==> src/rtl/irq_ack_pkg.sv <==
package irq_ack_pkg;

    localparam int PSW_W  = 8;
    localparam int IE_BIT = 7;
    localparam int ISP_HI = 2;
    localparam int ISP_LO = 1;
    localparam logic [PSW_W-1:0] PSW_RESET = 8'h06;

    typedef enum logic [3:0] {
        OP_NONE,
        OP_BRK,
        OP_ACK,
        OP_POP,
        OP_PUSH,
        OP_DI,
        OP_EI,
        OP_WR,
        OP_BSET,
        OP_BCLR
    } op_e;

    typedef enum logic [0:0] {
        ST_READY,
        ST_ACK_OUT
    } ack_state_e;

    function automatic logic [1:0] isp_after(input logic [1:0] lvl);
        return (lvl == 2'd0) ? 2'd0 : lvl - 2'd1;
    endfunction

endpackage

==> src/rtl/irq_op_decode.sv <==
module irq_op_decode
    import irq_ack_pkg::*;
(
    input  logic [PSW_W-1:0] psw_i,
    input  logic             req_i,
    input  logic [1:0]       req_lvl_i,
    input  logic             brk_i,
    input  logic             restore_i,
    input  logic             push_i,
    input  logic             di_i,
    input  logic             ei_i,
    input  logic             wr_en_i,
    input  logic             bset_i,
    input  logic             bclr_i,
    output op_e              op_o
);

    logic accept;

    // A level is allowed when it is no less urgent than the in-service field.
    assign accept = req_i && psw_i[IE_BIT] && (req_lvl_i <= psw_i[ISP_HI:ISP_LO]);

    always_comb begin
        if (brk_i)          op_o = OP_BRK;
        else if (accept)    op_o = OP_ACK;
        else if (restore_i) op_o = OP_POP;
        else if (push_i)    op_o = OP_PUSH;
        else if (di_i)      op_o = OP_DI;
        else if (ei_i)      op_o = OP_EI;
        else if (wr_en_i)   op_o = OP_WR;
        else if (bset_i)    op_o = OP_BSET;
        else if (bclr_i)    op_o = OP_BCLR;
        else                op_o = OP_NONE;
    end

endmodule

==> src/rtl/psw_lifo.sv <==
module psw_lifo #(
    parameter int DEPTH = 8,
    parameter int DW    = 8
) (
    input  logic          clk_i,
    input  logic          rst_ni,
    input  logic          push_i,
    input  logic          pop_i,
    input  logic [DW-1:0] din_i,
    output logic [DW-1:0] top_o,
    output logic          full_o,
    output logic          empty_o
);

    localparam int AW  = (DEPTH > 1) ? $clog2(DEPTH) : 1;
    localparam int SPW = $clog2(DEPTH + 1);

    logic [DW-1:0]  mem_q [DEPTH];
    logic [SPW-1:0] sp_q;

    assign full_o  = (sp_q == SPW'(DEPTH));
    assign empty_o = (sp_q == '0);
    assign top_o   = empty_o ? '0 : mem_q[AW'(sp_q - SPW'(1))];

    always_ff @(posedge clk_i or negedge rst_ni) begin
        if (!rst_ni) begin
            sp_q <= '0;
        end else if (push_i && !full_o) begin
            sp_q <= sp_q + SPW'(1);
        end else if (pop_i && !empty_o) begin
            sp_q <= sp_q - SPW'(1);
        end
    end

    for (genvar g = 0; g < DEPTH; g++) begin : g_slot
        always_ff @(posedge clk_i or negedge rst_ni) begin
            if (!rst_ni) begin
                mem_q[g] <= '0;
            end else if (push_i && !full_o && (sp_q == SPW'(g))) begin
                mem_q[g] <= din_i;
            end
        end
    end

endmodule

==> src/rtl/irq_ack_ctrl.sv <==
module irq_ack_ctrl
    import irq_ack_pkg::*;
#(
    parameter int STACK_DEPTH = 8
) (
    input  logic       clk_i,
    input  logic       rst_ni,
    input  logic       req_i,
    input  logic [1:0] req_lvl_i,
    input  logic       ei_i,
    input  logic       di_i,
    input  logic       brk_i,
    input  logic       reti_i,
    input  logic       retb_i,
    input  logic       push_i,
    input  logic       pop_i,
    input  logic       wr_en_i,
    input  logic [7:0] wr_data_i,
    input  logic       bset_i,
    input  logic       bclr_i,
    input  logic [2:0] bidx_i,
    output logic       ack_o,
    output logic [7:0] psw_o,
    output logic       ovf_o,
    output logic       unf_o
);

    op_e              op;
    ack_state_e       state_q, state_d;
    logic [PSW_W-1:0] psw_q, psw_d;
    logic [PSW_W-1:0] stk_top;
    logic             stk_push, stk_pop, stk_full, stk_empty;
    logic             ovf_q, ovf_d, unf_q, unf_d;

    irq_op_decode u_decode (
        .psw_i     (psw_q),
        .req_i     (req_i),
        .req_lvl_i (req_lvl_i),
        .brk_i     (brk_i),
        .restore_i (reti_i | retb_i | pop_i),
        .push_i    (push_i),
        .di_i      (di_i),
        .ei_i      (ei_i),
        .wr_en_i   (wr_en_i),
        .bset_i    (bset_i),
        .bclr_i    (bclr_i),
        .op_o      (op)
    );

    psw_lifo #(
        .DEPTH (STACK_DEPTH),
        .DW    (PSW_W)
    ) u_stack (
        .clk_i   (clk_i),
        .rst_ni  (rst_ni),
        .push_i  (stk_push),
        .pop_i   (stk_pop),
        .din_i   (psw_q),
        .top_o   (stk_top),
        .full_o  (stk_full),
        .empty_o (stk_empty)
    );

    // Status byte update, one action per cycle.
    always_comb begin
        psw_d    = psw_q;
        stk_push = 1'b0;
        stk_pop  = 1'b0;
        unique case (op)
            OP_BRK: begin
                stk_push       = 1'b1;
                psw_d[IE_BIT]  = 1'b0;
            end
            OP_ACK: begin
                stk_push                 = 1'b1;
                psw_d[IE_BIT]            = 1'b0;
                psw_d[ISP_HI:ISP_LO]     = isp_after(req_lvl_i);
            end
            OP_POP: begin
                stk_pop = 1'b1;
                if (!stk_empty) psw_d = stk_top;
            end
            OP_PUSH: stk_push           = 1'b1;
            OP_DI:   psw_d[IE_BIT]      = 1'b0;
            OP_EI:   psw_d[IE_BIT]      = 1'b1;
            OP_WR:   psw_d              = wr_data_i;
            OP_BSET: psw_d[bidx_i]      = 1'b1;
            OP_BCLR: psw_d[bidx_i]      = 1'b0;
            OP_NONE: psw_d              = psw_q;
            default: psw_d              = psw_q;
        endcase
        ovf_d = stk_push && stk_full;
        unf_d = stk_pop && stk_empty;
    end

    // Next state: ACCEPT moves to ACK_OUT, RELEASE returns to READY.
    always_comb begin
        state_d = state_q;
        unique case (state_q)
            ST_READY:   if (op == OP_ACK) state_d = ST_ACK_OUT;
            ST_ACK_OUT: state_d = ST_READY;
            default:    state_d = ST_READY;
        endcase
    end

    // State and data registers.
    always_ff @(posedge clk_i or negedge rst_ni) begin
        if (!rst_ni) begin
            state_q <= ST_READY;
            psw_q   <= PSW_RESET;
            ovf_q   <= 1'b0;
            unf_q   <= 1'b0;
        end else begin
            state_q <= state_d;
            psw_q   <= psw_d;
            ovf_q   <= ovf_d;
            unf_q   <= unf_d;
        end
    end

    // Outputs.
    always_comb begin
        ack_o = (state_q == ST_ACK_OUT);
        psw_o = psw_q;
        ovf_o = ovf_q;
        unf_o = unf_q;
    end

endmodule

==> config.mk <==
export PLATFORM = sky130hd
export DESIGN_NAME = irq_ack_ctrl
export DESIGN_NICKNAME = d
export VERILOG_FILES = /design/src/rtl/irq_ack_pkg.sv /design/src/rtl/irq_op_decode.sv /design/src/rtl/psw_lifo.sv /design/src/rtl/irq_ack_ctrl.sv
export SDC_FILE = /design/constraint.sdc
export NUM_CORES = 1
export LEC_CHECK = 0
export BUFFER_PORTS_ARGS = -buffer_cell sky130_fd_sc_hd__clkbuf_2
export CORE_UTILIZATION = 60
export DETAILED_ROUTE_END_ITERATION = 8
export PLACE_DENSITY = 0.8
export RECOVER_POWER = 100
export SLEW_MARGIN = 40
export SYNTH_ARGS = -nofsm -noshare
export SYNTH_HDL_FRONTEND = slang
export SYNTH_SLANG_ARGS = --single-unit
==> constraint.sdc <==
create_clock -name clk_i -period 2.94 [get_ports clk_i]
set_input_delay 0.441 -clock clk_i [delete_from_list [all_inputs] [get_ports clk_i]]
set_output_delay 0.441 -clock clk_i [all_outputs]
set_load 0.02 [all_outputs]
==> results.yml <==
outcome:
  status: "finished, violations left"
  violations: "capacitance limit, slew limit"
grt:
  grt_pass1_wl_um: 14500
  grt.total_usage_pct: 26.6
  grt_max_degree: 80
  grt-ovfl-total: 0
  grt_pass1_vias: 2787
  antenna_found_initial: 0
synth:
  synth_flop_cell: "dfrtp_1"
  avgSynthCellArea_um2: 12.8
  ys_warn_count: 0
  ys_types: 50
  netlist_instances: 328
  ys_seq_elements: 79
  ys_seq_area_share_pct: 47.0
  synthSimpleGateAreaFrac_pct: 11.2
  synth_nets: 361
  synthXorXnorAreaFrac_pct: 1.28
  synth-async-reset-ratio_pct: 100
  synth_top_family_by_area: "multiplexers"
  synthAdderAreaFrac_pct: 2.08
  synthMuxAreaShare_pct: 27.6
  synth_compound_area_share_pct: 8.49
  netlist_area_um2: 4210
  synth-edff-count: 0
worst_setup_path:
  path_max_fanout: 11
  crit_path_start_kind: "register"
  endpoint_kind: "register"
  crit_path_start: "u_stack.sp_q[1]"
  crit-reg2reg-capture: "psw_o[5]"
  ff2ff_path_depth: 8
  reg2reg_from: "u_stack.sp_q[1]"
  arrival_ns: 2.93
  required_ns: 3.22
  r2r_slack_ns: 0.30
  crit_type: "reg2reg"
die:
  dieArea_um2: 7360
  fp.dieH_um: 85.8
  die_w_um: 85.8
  ioPinCount: 37
  start_util_pct: 62.0
  fp-row-count: 30
  core_area_um2: 6790
finish:
  multiInputGateArea_um2: 2130
  final_nets: 399
  final_cells: 467
  layout-drive-gt1-share_pct: 37.7
  area_growth_pct: 10.8
  fillCellCount: 515
  diodes: 0
  final_util_pct: 68.7
  seqCellArea_um2: 1980
clock_tree:
  clock_path_buffers: 2
  cts_tree: "done"
  cts_root_buf: "clkbuf_8"
  htreeDepth: 3
  post_cts_resize_count: 0
  clock-sinks: 79
  clock_latency_ns: 0.35
  cts_buffers: 9
  ctsHoldBuffers: 0
  cts_setup_buffers: 0
  clk_pin_slew_worst_paths_ns: 0.09
routing:
  antenna_left: 0
  drt_iter0_drc: 156
  wire_per_inst_um: 19.2
  drcViolationCount: 0
  num_vias: 2829
  dr.pass1.iters: 4
  wirelength_um: 8970
  vias_per_cell: 6.06
job:
  drv_cap: 1
sta:
  setup_tns_ns: 0
  hold_violations: 0
  tightest_slew_ns: 1.96
  fmax_mhz: 379
  maxSlewViolCount: 80
  min_period_ns: 2.64
  setup_violations: 0
  rsz0062_at_grt: "no"
  finalClockSkew_ns: 0.0152
  post-route-period-util_pct: 89.8
  max-slew-margin-rel_pct: -30.4
placement:
  globalplace.congestion: 0.887
  dp.final_hpwl_um: 6170
  io_buffers: 36
  dp_cells: 451
pwr:
  power_density_nw_per_um2: 1040
  p_leak_uw: 0.00212
  p_sw_share_pct: 35.9
  power.share.sequential_pct: 39.1
  p_sw_uw: 1750
  internal_power_uw: 3120
  p_comb_share_pct: 43.3
  power.clock.fraction_pct: 17.6
  ir_drop_v: 0.000458
hold_path:
  whs_endpoint: "psw_o[1]"
  hp-start: "req_lvl_i[0]"
  hold_path.class: "in2reg"
  holdPathStages: 3
-- per-layer routing --
layer  GRT usage (%)  vias to the layer above  share of wire [%]
met2            43.1                       93                 47
li1                -                     1297                  -
met1            36.5                     1427                 47
met4            8.79                        0                1.6
met5               0                        -                  0
met3            5.10                       12                4.5
-- stage by stage --
step                instance area, µm²  hold WS (ns)  worst slack (ns)  total power (µW)
floorplan                         4210         0.145             0.225              3530
global placement                  4480         0.425             0.366              3960
detailed placement                4480         0.430             0.313              4050
CTS                               4700         0.130             0.317              4920
global route                      4670         0.414            0.0877              5140
finish                            4670         0.391             0.299              4870
-- layout make-up --
type                            count  area share, %
Inverter                            7          0.563
Clock buffer                       11           3.24
Sequential cell                    79           42.4
Multi-Input combinational cell    228           45.6
Tap cell                           96           2.57
Clock inverter                      5           1.37
Timing Repair Buffer               41           4.21
-- synthesized netlist by cell type, types with 2 or more instances --
library cell / n / area share, %
dfrtp_1: 77 / 46
mux2_2: 62 / 17
nand2_1: 19 / 1.7
mux4_2: 16 / 8.6
nand3_1: 10 / 1.2
o21ai_0: 10 / 1.2
and2_1: 9 / 1.3
nor2_1: 9 / 0.80
a21oi_1: 7 / 0.83
a31oi_1: 7 / 1.0
ha_1: 7 / 2.1
inv_1: 7 / 0.62
mux2i_1: 6 / 1.4
nor3_1: 6 / 0.71
or2_2: 6 / 0.89
a211oi_1: 5 / 0.89
a2bb2oi_1: 5 / 1.0
buf_2: 5 / 0.59
buf_4: 4 / 0.71
mux2_1: 4 / 1.1
nand2_4: 4 / 1.1
or3_1: 4 / 0.59
clkbuf_1: 3 / 0.27
nand3b_1: 3 / 0.53
a32oi_1: 2 / 0.42
buf_1: 2 / 0.18
dfstp_2: 2 / 1.2
nand2b_1: 2 / 0.30
nor3b_1: 2 / 0.36
o211ai_1: 2 / 0.36
xnor2_1: 2 / 0.42
-- worst max-delay path by stage --
stage	end	depth (start not counted)	slack, ns
2_1_floorplan	u_stack.mem_q[3]	9	0.22
3_3_place_gp	u_stack.mem_q[51]	8	0.37
3_5_place_dp	u_stack.mem_q[52]	8	0.31
4_1_cts	u_stack.mem_q[52]	8	0.32
5_1_grt	psw_o[5]	8	0.09
6_report	psw_o[5]	8	0.30
-- state kept, by name, summed over array words and instances (netlist names) --
register / count
ovf_o: 1
psw_o: 8
u_stack.mem_q: 64
ack_o: 1
unf_o: 1
u_stack.sp_q: 4
-- cells in the final DEF, fill, tap and decap left out, types with 9 or more instances in the layout --
cell type and instances:
dfrtp_1 77, mux2_2 61, clkbuf_2 25, nand2_1 19, mux4_2 16, clkbuf_1 13, clkbuf_8 11, nand3_1 10
o21ai_0 10, and2_1 9, nor2_1 9
-- worst max-delay path, cell delays in order, from the launching register on --
cell and delay [ns]:
dfrtp_1 0.44, inv_1 0.11, ha_1 0.59, clkbuf_1 0.43
mux4_2 0.29, mux2i_1 0.06, or2_2 0.31, a31oi_1 0.19
a2bb2oi_1 0.16
-- power groups by stage --
stage,combinational (µW),clock [µW],sequential [µW]
2_1_floorplan,1720,0,1810
3_3_place_gp,2090,0,1880
3_5_place_dp,2140,0,1910
4_1_cts,2150,872,1890
5_1_grt,2270,914,1960
6_report,2110,856,1900
-- cells by family after synthesis --
kind of cell               count (synthesis)
adders and majority gates                  7
DFF                                       79
AOI/OAI and AO/OA                         48
buffers and inverters                     21
muxes                                     88
and+or+nand+nor                           81
xor gates and xnor gates                   4
Note: power is estimated with default switching activity, not from simulation.
